<file path="config.mk">
export PLATFORM = sky130hd
export DESIGN_NAME = papr_engine
export DESIGN_NICKNAME = d
export VERILOG_FILES = /design/src/rtl/papr_pkg.sv /design/src/rtl/papr_kernel_mem.sv /design/src/rtl/papr_peak_find.sv /design/src/rtl/papr_sub_unit.sv /design/src/rtl/papr_engine.sv
export SDC_FILE = /design/constraint.sdc
export NUM_CORES = 2
export LEC_CHECK = 0
export BUFFER_PORTS_ARGS = -buffer_cell sky130_fd_sc_hd__buf_2
export CELL_PAD_IN_SITES_DETAIL_PLACEMENT = 0
export CELL_PAD_IN_SITES_GLOBAL_PLACEMENT = 2
export CORE_MARGIN = 3
export CORE_UTILIZATION = 50
export CTS_CLUSTER_DIAMETER = 30
export DETAILED_ROUTE_END_ITERATION = 6
export PLACE_DENSITY = 0.89
export SLEW_MARGIN = 20
export SYNTH_ARGS = -nofsm -noshare
export SYNTH_HDL_FRONTEND = slang
export SYNTH_SLANG_ARGS = --single-unit
</file>
<file path="constraint.sdc">
create_clock -name clk -period 18.4 [get_ports clk]
set_input_delay 4.6 -clock clk [delete_from_list [all_inputs] [get_ports clk]]
set_output_delay 4.6 -clock clk [all_outputs]
set_load 0.05 [all_outputs]
</file>
<file path="src/rtl/papr_pkg.sv">
// Shared types for the peak-to-average reduction engine.
// Assumes: nothing beyond the state encoding is shared between modules.
package papr_pkg;
    typedef enum logic [2:0] {
        ST_LOAD   = 3'd0,
        ST_SCAN   = 3'd1,
        ST_DECIDE = 3'd2,
        ST_SUB    = 3'd3,
        ST_EMIT   = 3'd4
    } papr_state_t;
endpackage

</file>
<file path="src/rtl/papr_kernel_mem.sv">
// Correction waveform store: one write port and one asynchronous read port.
// Assumes: contents are loaded before a symbol is processed and are not
// rewritten while the engine is busy. No reset: contents are data.
module papr_kernel_mem #(
    parameter int N    = 64,
    parameter int KW   = 16,
    localparam int AW  = $clog2(N)
) (
    input  logic          clk,
    input  logic          we,
    input  logic [AW-1:0] waddr,
    input  logic [KW-1:0] wdata,
    input  logic [AW-1:0] raddr,
    output logic [KW-1:0] rdata
);
    logic [KW-1:0] mem_q [N];

    // Store one waveform value per write strobe.
    always_ff @(posedge clk) begin
        if (we) begin
            mem_q[waddr] <= wdata;
        end
    end

    // Read the value addressed by the aligned index.
    always_comb begin
        rdata = mem_q[raddr];
    end
endmodule

</file>
<file path="src/rtl/papr_peak_find.sv">
// Sequential peak finder: one sample per cycle, keeps the largest magnitude
// that is strictly above the limit. A strict compare keeps the lowest index
// on ties. The compare base is the limit on the first sample of a scan.
// Assumes: samples arrive in ascending index order, and thr is stable
// for a whole scan.
module papr_peak_find #(
    parameter int W    = 16,
    parameter int IDXW = 6
) (
    input  logic                clk,
    input  logic                rst_n,
    input  logic                step,
    input  logic                first,
    input  logic [IDXW-1:0]     idx,
    input  logic signed [W-1:0] sample,
    input  logic [W-1:0]        thr,
    output logic                found,
    output logic [IDXW-1:0]     best_idx,
    output logic signed [W-1:0] best_val
);
    logic signed [W:0] ext;
    logic [W:0]        mag;
    logic [W:0]        base;
    logic [W:0]        best_mag_q;
    logic              hit;

    // Magnitude one bit wider so that the most negative value fits.
    always_comb begin
        ext  = {sample[W-1], sample};
        mag  = ext[W] ? (~ext + 1'b1) : ext;
        base = first ? {1'b0, thr} : best_mag_q;
        hit  = mag > base;
    end

    // Track the winning sample across one scan.
    always_ff @(posedge clk) begin
        if (!rst_n) begin
            found      <= 1'b0;
            best_mag_q <= '0;
            best_idx   <= '0;
            best_val   <= '0;
        end else if (step) begin
            if (hit) begin
                found      <= 1'b1;
                best_mag_q <= mag;
                best_idx   <= idx;
                best_val   <= sample;
            end else if (first) begin
                found      <= 1'b0;
                best_mag_q <= {1'b0, thr};
            end
        end
    end

    // A held winner mid-scan always exceeds the limit.
    p_best_over_thr_r4: assert property (@(posedge clk) disable iff (!rst_n)
        (step && !first && found) |-> (best_mag_q > {1'b0, thr}));
endmodule

</file>
<file path="src/rtl/papr_sub_unit.sv">
// Combinational correction: scale = peak minus signed limit, times a Q1.15
// waveform value, rounded half up, subtracted from the sample, saturated.
// Assumes: |peak| > thr whenever the result is used.
module papr_sub_unit #(
    parameter int W  = 16,
    parameter int KW = 16
) (
    input  logic signed [W-1:0]  sample,
    input  logic signed [W-1:0]  peak,
    input  logic [W-1:0]         thr,
    input  logic signed [KW-1:0] kern,
    output logic signed [W-1:0]  result
);
    localparam int SW = W + 2;
    localparam int PW = SW + KW;
    localparam logic signed [PW-1:0] HALF = PW'(1) << (KW - 2);
    localparam logic signed [PW-1:0] HI   = (PW'(1) << (W - 1)) - PW'(1);
    localparam logic signed [PW-1:0] LO   = ~HI;

    logic signed [SW-1:0] pk_e;
    logic signed [SW-1:0] th_e;
    logic signed [SW-1:0] scale;
    logic signed [PW-1:0] prod;
    logic signed [PW-1:0] corr;
    logic signed [PW-1:0] diff;

    // Scale, round, subtract and clip in one combinational path.
    always_comb begin
        pk_e  = {{2{peak[W-1]}}, peak};
        th_e  = {2'b00, thr};
        scale = peak[W-1] ? (pk_e + th_e) : (pk_e - th_e);
        prod  = PW'(scale) * PW'(kern);
        corr  = (prod + HALF) >>> (KW - 1);
        diff  = {{(PW-W){sample[W-1]}}, sample} - corr;
        if (diff > HI) begin
            result = HI[W-1:0];
        end else if (diff < LO) begin
            result = LO[W-1:0];
        end else begin
            result = diff[W-1:0];
        end
    end
endmodule

</file>
<file path="src/rtl/papr_engine.sv">
// Peak-to-average reduction engine top. Loads a 64-sample symbol, runs up
// to cfg_iters passes of scan / decide / subtract, then streams the buffer
// to a FIFO write port. Header and configuration are taken with sample 0.
// Assumes: N is a power of two (circular alignment wraps the index), and
// the waveform memory is loaded while the engine waits for input.
module papr_engine #(
    parameter int N    = 64,
    parameter int W    = 16,
    parameter int KW   = 16,
    parameter int ITW  = 3,
    localparam int IDXW = $clog2(N)
) (
    input  logic            clk,
    input  logic            rst_n,
    input  logic            in_valid,
    input  logic [W-1:0]    in_sample,
    input  logic            in_bypass,
    output logic            in_ready,
    input  logic [ITW-1:0]  cfg_iters,
    input  logic [W-1:0]    cfg_thresh,
    input  logic            kern_we,
    input  logic [IDXW-1:0] kern_addr,
    input  logic [KW-1:0]   kern_data,
    input  logic            fifo_full,
    output logic            fifo_wr_en,
    output logic [W-1:0]    fifo_wr_data,
    output logic            fifo_wr_last
);
    import papr_pkg::*;

    papr_state_t         state;
    logic [IDXW-1:0]     idx;
    logic signed [W-1:0] buf_q [N];
    logic                byp_q;
    logic [ITW-1:0]      left_q;
    logic [W-1:0]        thr_q;
    logic                last_idx;
    logic                accept;
    logic                skip;
    logic signed [W-1:0] cur;
    logic                pf_found;
    logic [IDXW-1:0]     pf_idx;
    logic signed [W-1:0] pf_val;
    logic [IDXW-1:0]     kaddr;
    logic [KW-1:0]       kval;
    logic signed [W-1:0] sub_res;

    // Handshake, index decode and the decision to skip processing.
    always_comb begin
        last_idx = (idx == IDXW'(N - 1));
        in_ready = (state == ST_LOAD);
        accept   = in_valid && in_ready;
        cur      = buf_q[idx];
        kaddr    = idx - pf_idx;
        if (idx == '0) begin
            skip = in_bypass || (cfg_iters == '0);
        end else begin
            skip = byp_q || (left_q == '0);
        end
    end

    papr_kernel_mem #(.N(N), .KW(KW)) u_kmem (
        .clk   (clk),
        .we    (kern_we),
        .waddr (kern_addr),
        .wdata (kern_data),
        .raddr (kaddr),
        .rdata (kval)
    );

    papr_peak_find #(.W(W), .IDXW(IDXW)) u_find (
        .clk      (clk),
        .rst_n    (rst_n),
        .step     (state == ST_SCAN),
        .first    (idx == '0),
        .idx      (idx),
        .sample   (cur),
        .thr      (thr_q),
        .found    (pf_found),
        .best_idx (pf_idx),
        .best_val (pf_val)
    );

    papr_sub_unit #(.W(W), .KW(KW)) u_sub (
        .sample (cur),
        .peak   (pf_val),
        .thr    (thr_q),
        .kern   ($signed(kval)),
        .result (sub_res)
    );

    // Sample buffer: filled on load, rewritten in place during subtraction.
    always_ff @(posedge clk) begin
        if (accept) begin
            buf_q[idx] <= $signed(in_sample);
        end else if (state == ST_SUB) begin
            buf_q[idx] <= sub_res;
        end
    end

    // Control sequence: load, scan, decide, subtract, emit.
    always_ff @(posedge clk) begin
        if (!rst_n) begin
            state  <= ST_LOAD;
            idx    <= '0;
            byp_q  <= 1'b0;
            left_q <= '0;
            thr_q  <= '0;
        end else begin
            case (state)
                ST_LOAD: begin
                    if (accept) begin
                        if (idx == '0) begin
                            byp_q  <= in_bypass;
                            left_q <= cfg_iters;
                            thr_q  <= cfg_thresh;
                        end
                        idx <= idx + 1'b1;
                        if (last_idx) begin
                            state <= skip ? ST_EMIT : ST_SCAN;
                        end
                    end
                end
                ST_SCAN: begin
                    idx <= idx + 1'b1;
                    if (last_idx) begin
                        state <= ST_DECIDE;
                    end
                end
                ST_DECIDE: begin
                    state <= pf_found ? ST_SUB : ST_EMIT;
                end
                ST_SUB: begin
                    idx <= idx + 1'b1;
                    if (last_idx) begin
                        left_q <= left_q - ITW'(1);
                        state  <= (left_q == ITW'(1)) ? ST_EMIT : ST_SCAN;
                    end
                end
                ST_EMIT: begin
                    if (!fifo_full) begin
                        idx <= idx + 1'b1;
                        if (last_idx) begin
                            state <= ST_LOAD;
                        end
                    end
                end
                default: state <= ST_LOAD;
            endcase
        end
    end

    // FIFO write port driven straight from the buffer.
    always_comb begin
        fifo_wr_en   = (state == ST_EMIT) && !fifo_full;
        fifo_wr_data = cur;
        fifo_wr_last = fifo_wr_en && last_idx;
    end

    // A scan only starts with passes left.
    p_scan_has_pass_r8: assert property (@(posedge clk) disable iff (!rst_n)
        (state == ST_SCAN) |-> (left_q != '0));

    // Subtraction only follows a scan that found a peak.
    p_sub_needs_peak_r9: assert property (@(posedge clk) disable iff (!rst_n)
        (state == ST_SUB) |-> pf_found);

    // The alignment point is held for a whole subtraction pass.
    p_peak_hold_r6: assert property (@(posedge clk) disable iff (!rst_n)
        (state == ST_SUB && $past(state) == ST_SUB) |-> $stable(pf_idx));

    // A full FIFO holds the output sample and the emit phase.
    p_stall_hold_r10: assert property (@(posedge clk) disable iff (!rst_n)
        (state == ST_EMIT && fifo_full) |=> (state == ST_EMIT && $stable(fifo_wr_data)));
endmodule

</file>
# == Word level (Yosys, flattened, before mapping) ==
# Memory sizes are Yosys's and may differ from the RTL's. A register that Yosys moved wholly into a read port is not among the register bits.
# Index checks and enable logic that the tools add are counted.
# word_totals
ff_bits,69
latch_bits,0
ram_bits,2048
mem_bits_ro,0
input_bits,63
output_inout_bits,19
word_cells,94
n_memories,2
# memory_table
memory,words,word_bits,read_ports,rd_clocked_by_memory_dff,write_ports,line_no,source
buf_q,64,16,1,1,1,papr_engine.sv:33,logic signed [W-1:0] buf_q [N];
u_kmem.mem_q,64,16,1,0,1,papr_kernel_mem.sv:16,logic [KW-1:0] mem_q [N];
# op_classes
add_sub_neg,8
multipliers,1
div_mod_pow,0
n_lt_le_gt_ge,3
eq_ne,13
shifts,0
muxes,36
n_bitwise,2
reduce_logical,20
# ops
cell,n
$mux W17,3
$mux W16,3
$mux W3,12
$add A34 B16 Y34 const B,1
$gt A34 B16 Y1 const B,1
$lt A34 B16 Y1 const B,1
$mul A18 B16 Y34,1
$mux W6,4
$sub A16 B19 Y20,1
$add A16 B17 Y18,1
$mux W18,1
$pmux W6 S3,1
$sub A16 B17 Y18,1
$add A17 B1 Y17 const B,1
$gt A17 B17 Y1,1
$not A17 Y17,1
$pmux W3 S5,1
$mux W1,10
$logic_not A3 Y1,3
$ne A2 B2 Y1 const B,4
$add A6 B1 Y6 const B,1
$eq A3 B1 Y1 const B,2
$eq A3 B2 Y1 const B,2
$eq A6 B6 Y1 const B,1
17 further kinds,25

# == Longest topological paths before layout ==
# logic_depth
word_depth,9
mapped_depth,52
ltp_nobuf,50

# == Cells and area by module ==
# From an unflattened synthesis, not the netlist that was laid out.
# unflattened
cells_unflattened,5650
hier_area_um2,96920.5
# by_module_without_submodules
module,n_inst,cells_each,area_per_inst_um2,seq_area_each_um2
papr_engine,1,2020,41652.4,31450.2
papr_kernel_mem,1,1813,39721.8,30749.5
papr_sub_unit,1,1465,12660.9,0.0
papr_peak_find,1,352,2885.3,800.8

# == Worst setup path before layout ==
# No wires, ideal clock.
# synth_timing
kind,flip-flop to flip-flop
from,register idx[0]
to,memory buf_q[0][2] (data pin)
setup_ns,0.549
arrival_time_ns,12.789
required_ns,17.851
slack_ns,5.062
path_stages_with_launch,48
n_path_buf,6
period_less_slack_ns,13.338
path_cell_list,dfxtp_1 inv_1 ha_1 fa_1 buf_1 clkbuf_1 clkbuf_1 clkbuf_1 mux4_2 mux4_2 nand2_1 nand2_1 a21oi_1 clkbuf_1 nor2_1 fa_1 inv_1 fa_1 (+12 left out) a21oi_1 o21ai_2 o41ai_2 o21ai_1 mux2i_1 o2111a_1 ha_1 a21o_1 a21oi_1 a31oi_1 nand2_1 o21bai_1 a21oi_1 xnor2_1 a31o_2 clkbuf_1 nand2_1 a21oi_1
# synth_between
elab_chain_len,9
elab_cells_between_ends,10
classes_between,3 x add/sub; 1 x mul; 2 x order compare; 3 x mux; 1 x memory
# synth_lines
element,line_no,source
from (decl),papr_engine.sv:32,logic [IDXW-1:0] idx;
from (signal assigned),papr_engine.sv:118,idx <= idx + 1'b1;
from (signal assigned),papr_engine.sv:125,idx <= idx + 1'b1;
from (signal assigned),papr_engine.sv:134,idx <= idx + 1'b1;
$sub A6 B6 Y6 (*),papr_engine.sv:54,kaddr = idx - pf_idx;
$mem_v2 Z64 W16 (*),n/a,
$mul A18 B16 Y34 (*),papr_sub_unit.sv:32,prod = PW'(scale) * PW'(kern);
$add A34 B16 Y34 (*),papr_sub_unit.sv:33,corr = (prod + HALF) >>> (KW - 1);
$sub A16 B19 Y20 (*),papr_sub_unit.sv:34,"diff = {{(PW-W){sample[W-1]}}, sample} - corr;"
$lt A34 B16 Y1,papr_sub_unit.sv:37,end else if (diff < LO) begin
$mux W16,papr_sub_unit.sv:37,
$mux W16 (*),papr_sub_unit.sv:35,if (diff > HI) begin
$mux W16 (no source line) (*),n/a,
to (decl),papr_engine.sv:33,
# Every way passes the cells marked *; elsewhere a longest branch is shown, timed or not.

# == Final worst setup path ==
# layout_timing
from,register idx[0]
to,memory buf_q[51][0] (data pin)
# Same word-level chain as after synthesis.

==> flow_summary.yaml <==
setup_path:
  critPathRequiredTime_ns: 19.07
  max_stage_delay_ns: 1.29
  worstSetupPathType: "flop to flop"
  worst_path_dominant_cell_family: "adder cells"
  cp.arrival_ns: 15.03
  worst_setup_path_start_kind: "flop"
  critical_path_buf_inv_count: 9
  slowest_stage: "fa_4"
  crit_path_end_kind: "flop"
  cp_max_fo: 118
yosys:
  synthXorXnorAreaFrac_pct: 0.977
  synth_top_family_by_area: "multiplexers"
  synth_area_per_cell_sq_um: 18.4
  synth-simple-area-share_pct: 4.19
  synth_commonest_cells: "edfxtp_1, mux4_2, nor2_1"
  ys_seq_area_share_pct: 66.3
  yosys.cell_count.top_type: "edfxtp_1"
  yosysUniqueCellTypes: 67
  synth_fa_ha_area_share_pct: 8.02
  synthMuxAreaShare_pct: 15.9
  syn_inst: 5176
  synth-seq-cells: 2123
  synth-edff-count: 2048
  synthFlopType: "edfxtp_1"
  syn_area_sq_um: 95000
  synth_top_cells_by_area: "edfxtp_1, mux4_2, fa_1"
  synth_area_leader_cell: "edfxtp_1"
  async_flop_share_pct: 0
  synth.top_cell.area_share_pct: 64.7
  synth_compound_area_share_pct: 2.20
  ys_warn_count: 0
  syn_nets: 5676
global_routing:
  grt_start_max_net_pins: 119
  antenna_found_initial: 10
  overflow: 0
  grtUsageTotal_pct: 27.4
  grt_pass1_wl_mm: 387
  grt_pass1_vias: 55000
layout:
  drive_above_1_share_pct: 27.8
  finalNetCount: 6110
  area_growth_pct: 18.2
  fillers: 13000
  fin_area_sq_um: 112000
die:
  die_w_um: 442
  io_pins: 82
  die_height_um: 442
  fp-row-count: 159
  initial_utilization_pct: 50.4
  core_sq_um: 188000
  design.die.area_sq_um: 195000
sta:
  post-route-period-util_pct: 78.0
  relSlewSlack_pct: 20.5
  final.setup_skew_ns: 0.109
  hold_viol: 0
  worstMarginPinSlew_ns: 1.18
  hold_ws_ns: 0.457
  max_freq_mhz: 69.6
  period_needed_ns: 14.36
  setup_viol: 0
  maxSlewViolCount: 0
  grt_setup_unrepaired: "false"
  tns_ns: 0
detailed_routing:
  vias_per_cell: 6.23
  drt_wl_total_mm: 265
  drtIter0Drc: 6500
  wl_per_cell_um: 31.6
  drtAntennaViolNets: 0
  dr_total_vias: 52400
  post-route-drc-count: 0
  drtPass1Iterations: 6
clock_tree:
  cts_made_buffers: 379
  clk_pin_slew_ns: 0.05
  cts_setup_buffers: 0
  clock_sinks: 2123
  clockBufferDepth: 4
  cts_root_buf: "clkbuf_16"
  clk_latency_ns: 0.99
  cts_resized: 0
  ctsHoldBuffers: 0
  cts_tree: "done"
  h-tree-depth: 5
flow_run:
  max_cap_viol_count: 0
placement:
  gp_congestion: 0.892
  port_buffers: 81
  hpwl_mm: 148
  post_dp_cell_area_sq_um: 99700
worst_hold_path:
  hp-class: "flop to flop"
outcome:
  status: "finished clean"
==> registers in the layout (all words and copies together), names as in the netlist, named ones only <==
register,flops
buf_q,1024
byp_q,1
idx,6
left_q,3
state,3
thr_q,16
u_find.best_idx,6
u_find.best_mag_q,17
u_find.best_val,16
u_find.found,1
u_kmem.mem_q,1024
==> routing by layer <==
| layer | vias up | global-route usage, % | share of wire, % |
|---|---|---|---|
| li1 | 21100 | - | - |
| met1 | 27400 | 36.3 | 37 |
| met2 | 3240 | 43.7 | 48 |
| met3 | 633 | 6.29 | 9.6 |
| met4 | 8 | 12.4 | 4.8 |
| met5 | - | 0 | 0.019 |
==> cell usage in the layout, fill, tap and decap left out, drive strengths merged, types with 43 or more instances in the layout <==
master	synthesis	final
dfxtp	75	75
clkinv	1	148
nand3	46	46
mux4	634	634
inv	328	350
nor2b	45	45
nand2b	59	59
nor2	357	357
buf	96	291
clkbuf	142	421
ha	150	150
mux2i	76	76
a21oi	136	136
o21ai	56	56
edfxtp	2048	2048
fa	287	287
xor2	43	43
nand2	251	251
xnor2	63	63
bufinv	0	54
==> path summary, 6_finish.rpt <==
kind | depth (start not counted) | endpoint | from | slack, ns
worst max-delay path | 45 | buf_q[51][0] | idx[0] | 4.04
worst min-delay path | 2 | thr_q[12] | thr_q[12] | 0.46
worst max register to register | 45 | buf_q[51][0] | idx[0] | 4.04
worst min register to register | 2 | thr_q[12] | thr_q[12] | 0.46
==> worst min-delay path, stage by stage, from the launching register on <==
cell and delay [ns]:
dfxtp_1 0.30, nand2_1 0.05, a21oi_1 0.05
==> cells by family after synthesis <==
family,Yosys count
fa+ha+maj,437
buf+inv,567
xor+xnor,106
compound gates,337
mux,717
simple gates,888
other cells,1
flops,2123
==> stage by stage <==
| stage | worst slack (ns) | std cells | utilization [%] |
|---|---|---|---|
| floorplan | 5.06 | 5176 | - |
| global placement | 4.27 | 7724 | 52.9 |
| detailed placement | 4.21 | 7724 | 52.9 |
| CTS | 4.08 | 8405 | 59.6 |
| global route | 3.28 | 8408 | 59.6 |
| finish | 4.04 | 8409 | 59.6 |
==> cell type report <==
class,count,area (sq um),share of cell area (%)
diodes,4,10.0,0.00891
flip-flops and latches,2123,63000,56.1
repair buffers,291,2070,1.84
clock inverters,260,2880,2.57
inverters,329,1230,1.10
multi-input cells,2486,30200,26.9
clock buffers,421,9780,8.70
well taps,2495,3120,2.78
Power is not shown: default switching activity piles up to over one toggle a cycle in this logic, so the estimate is an artifact.
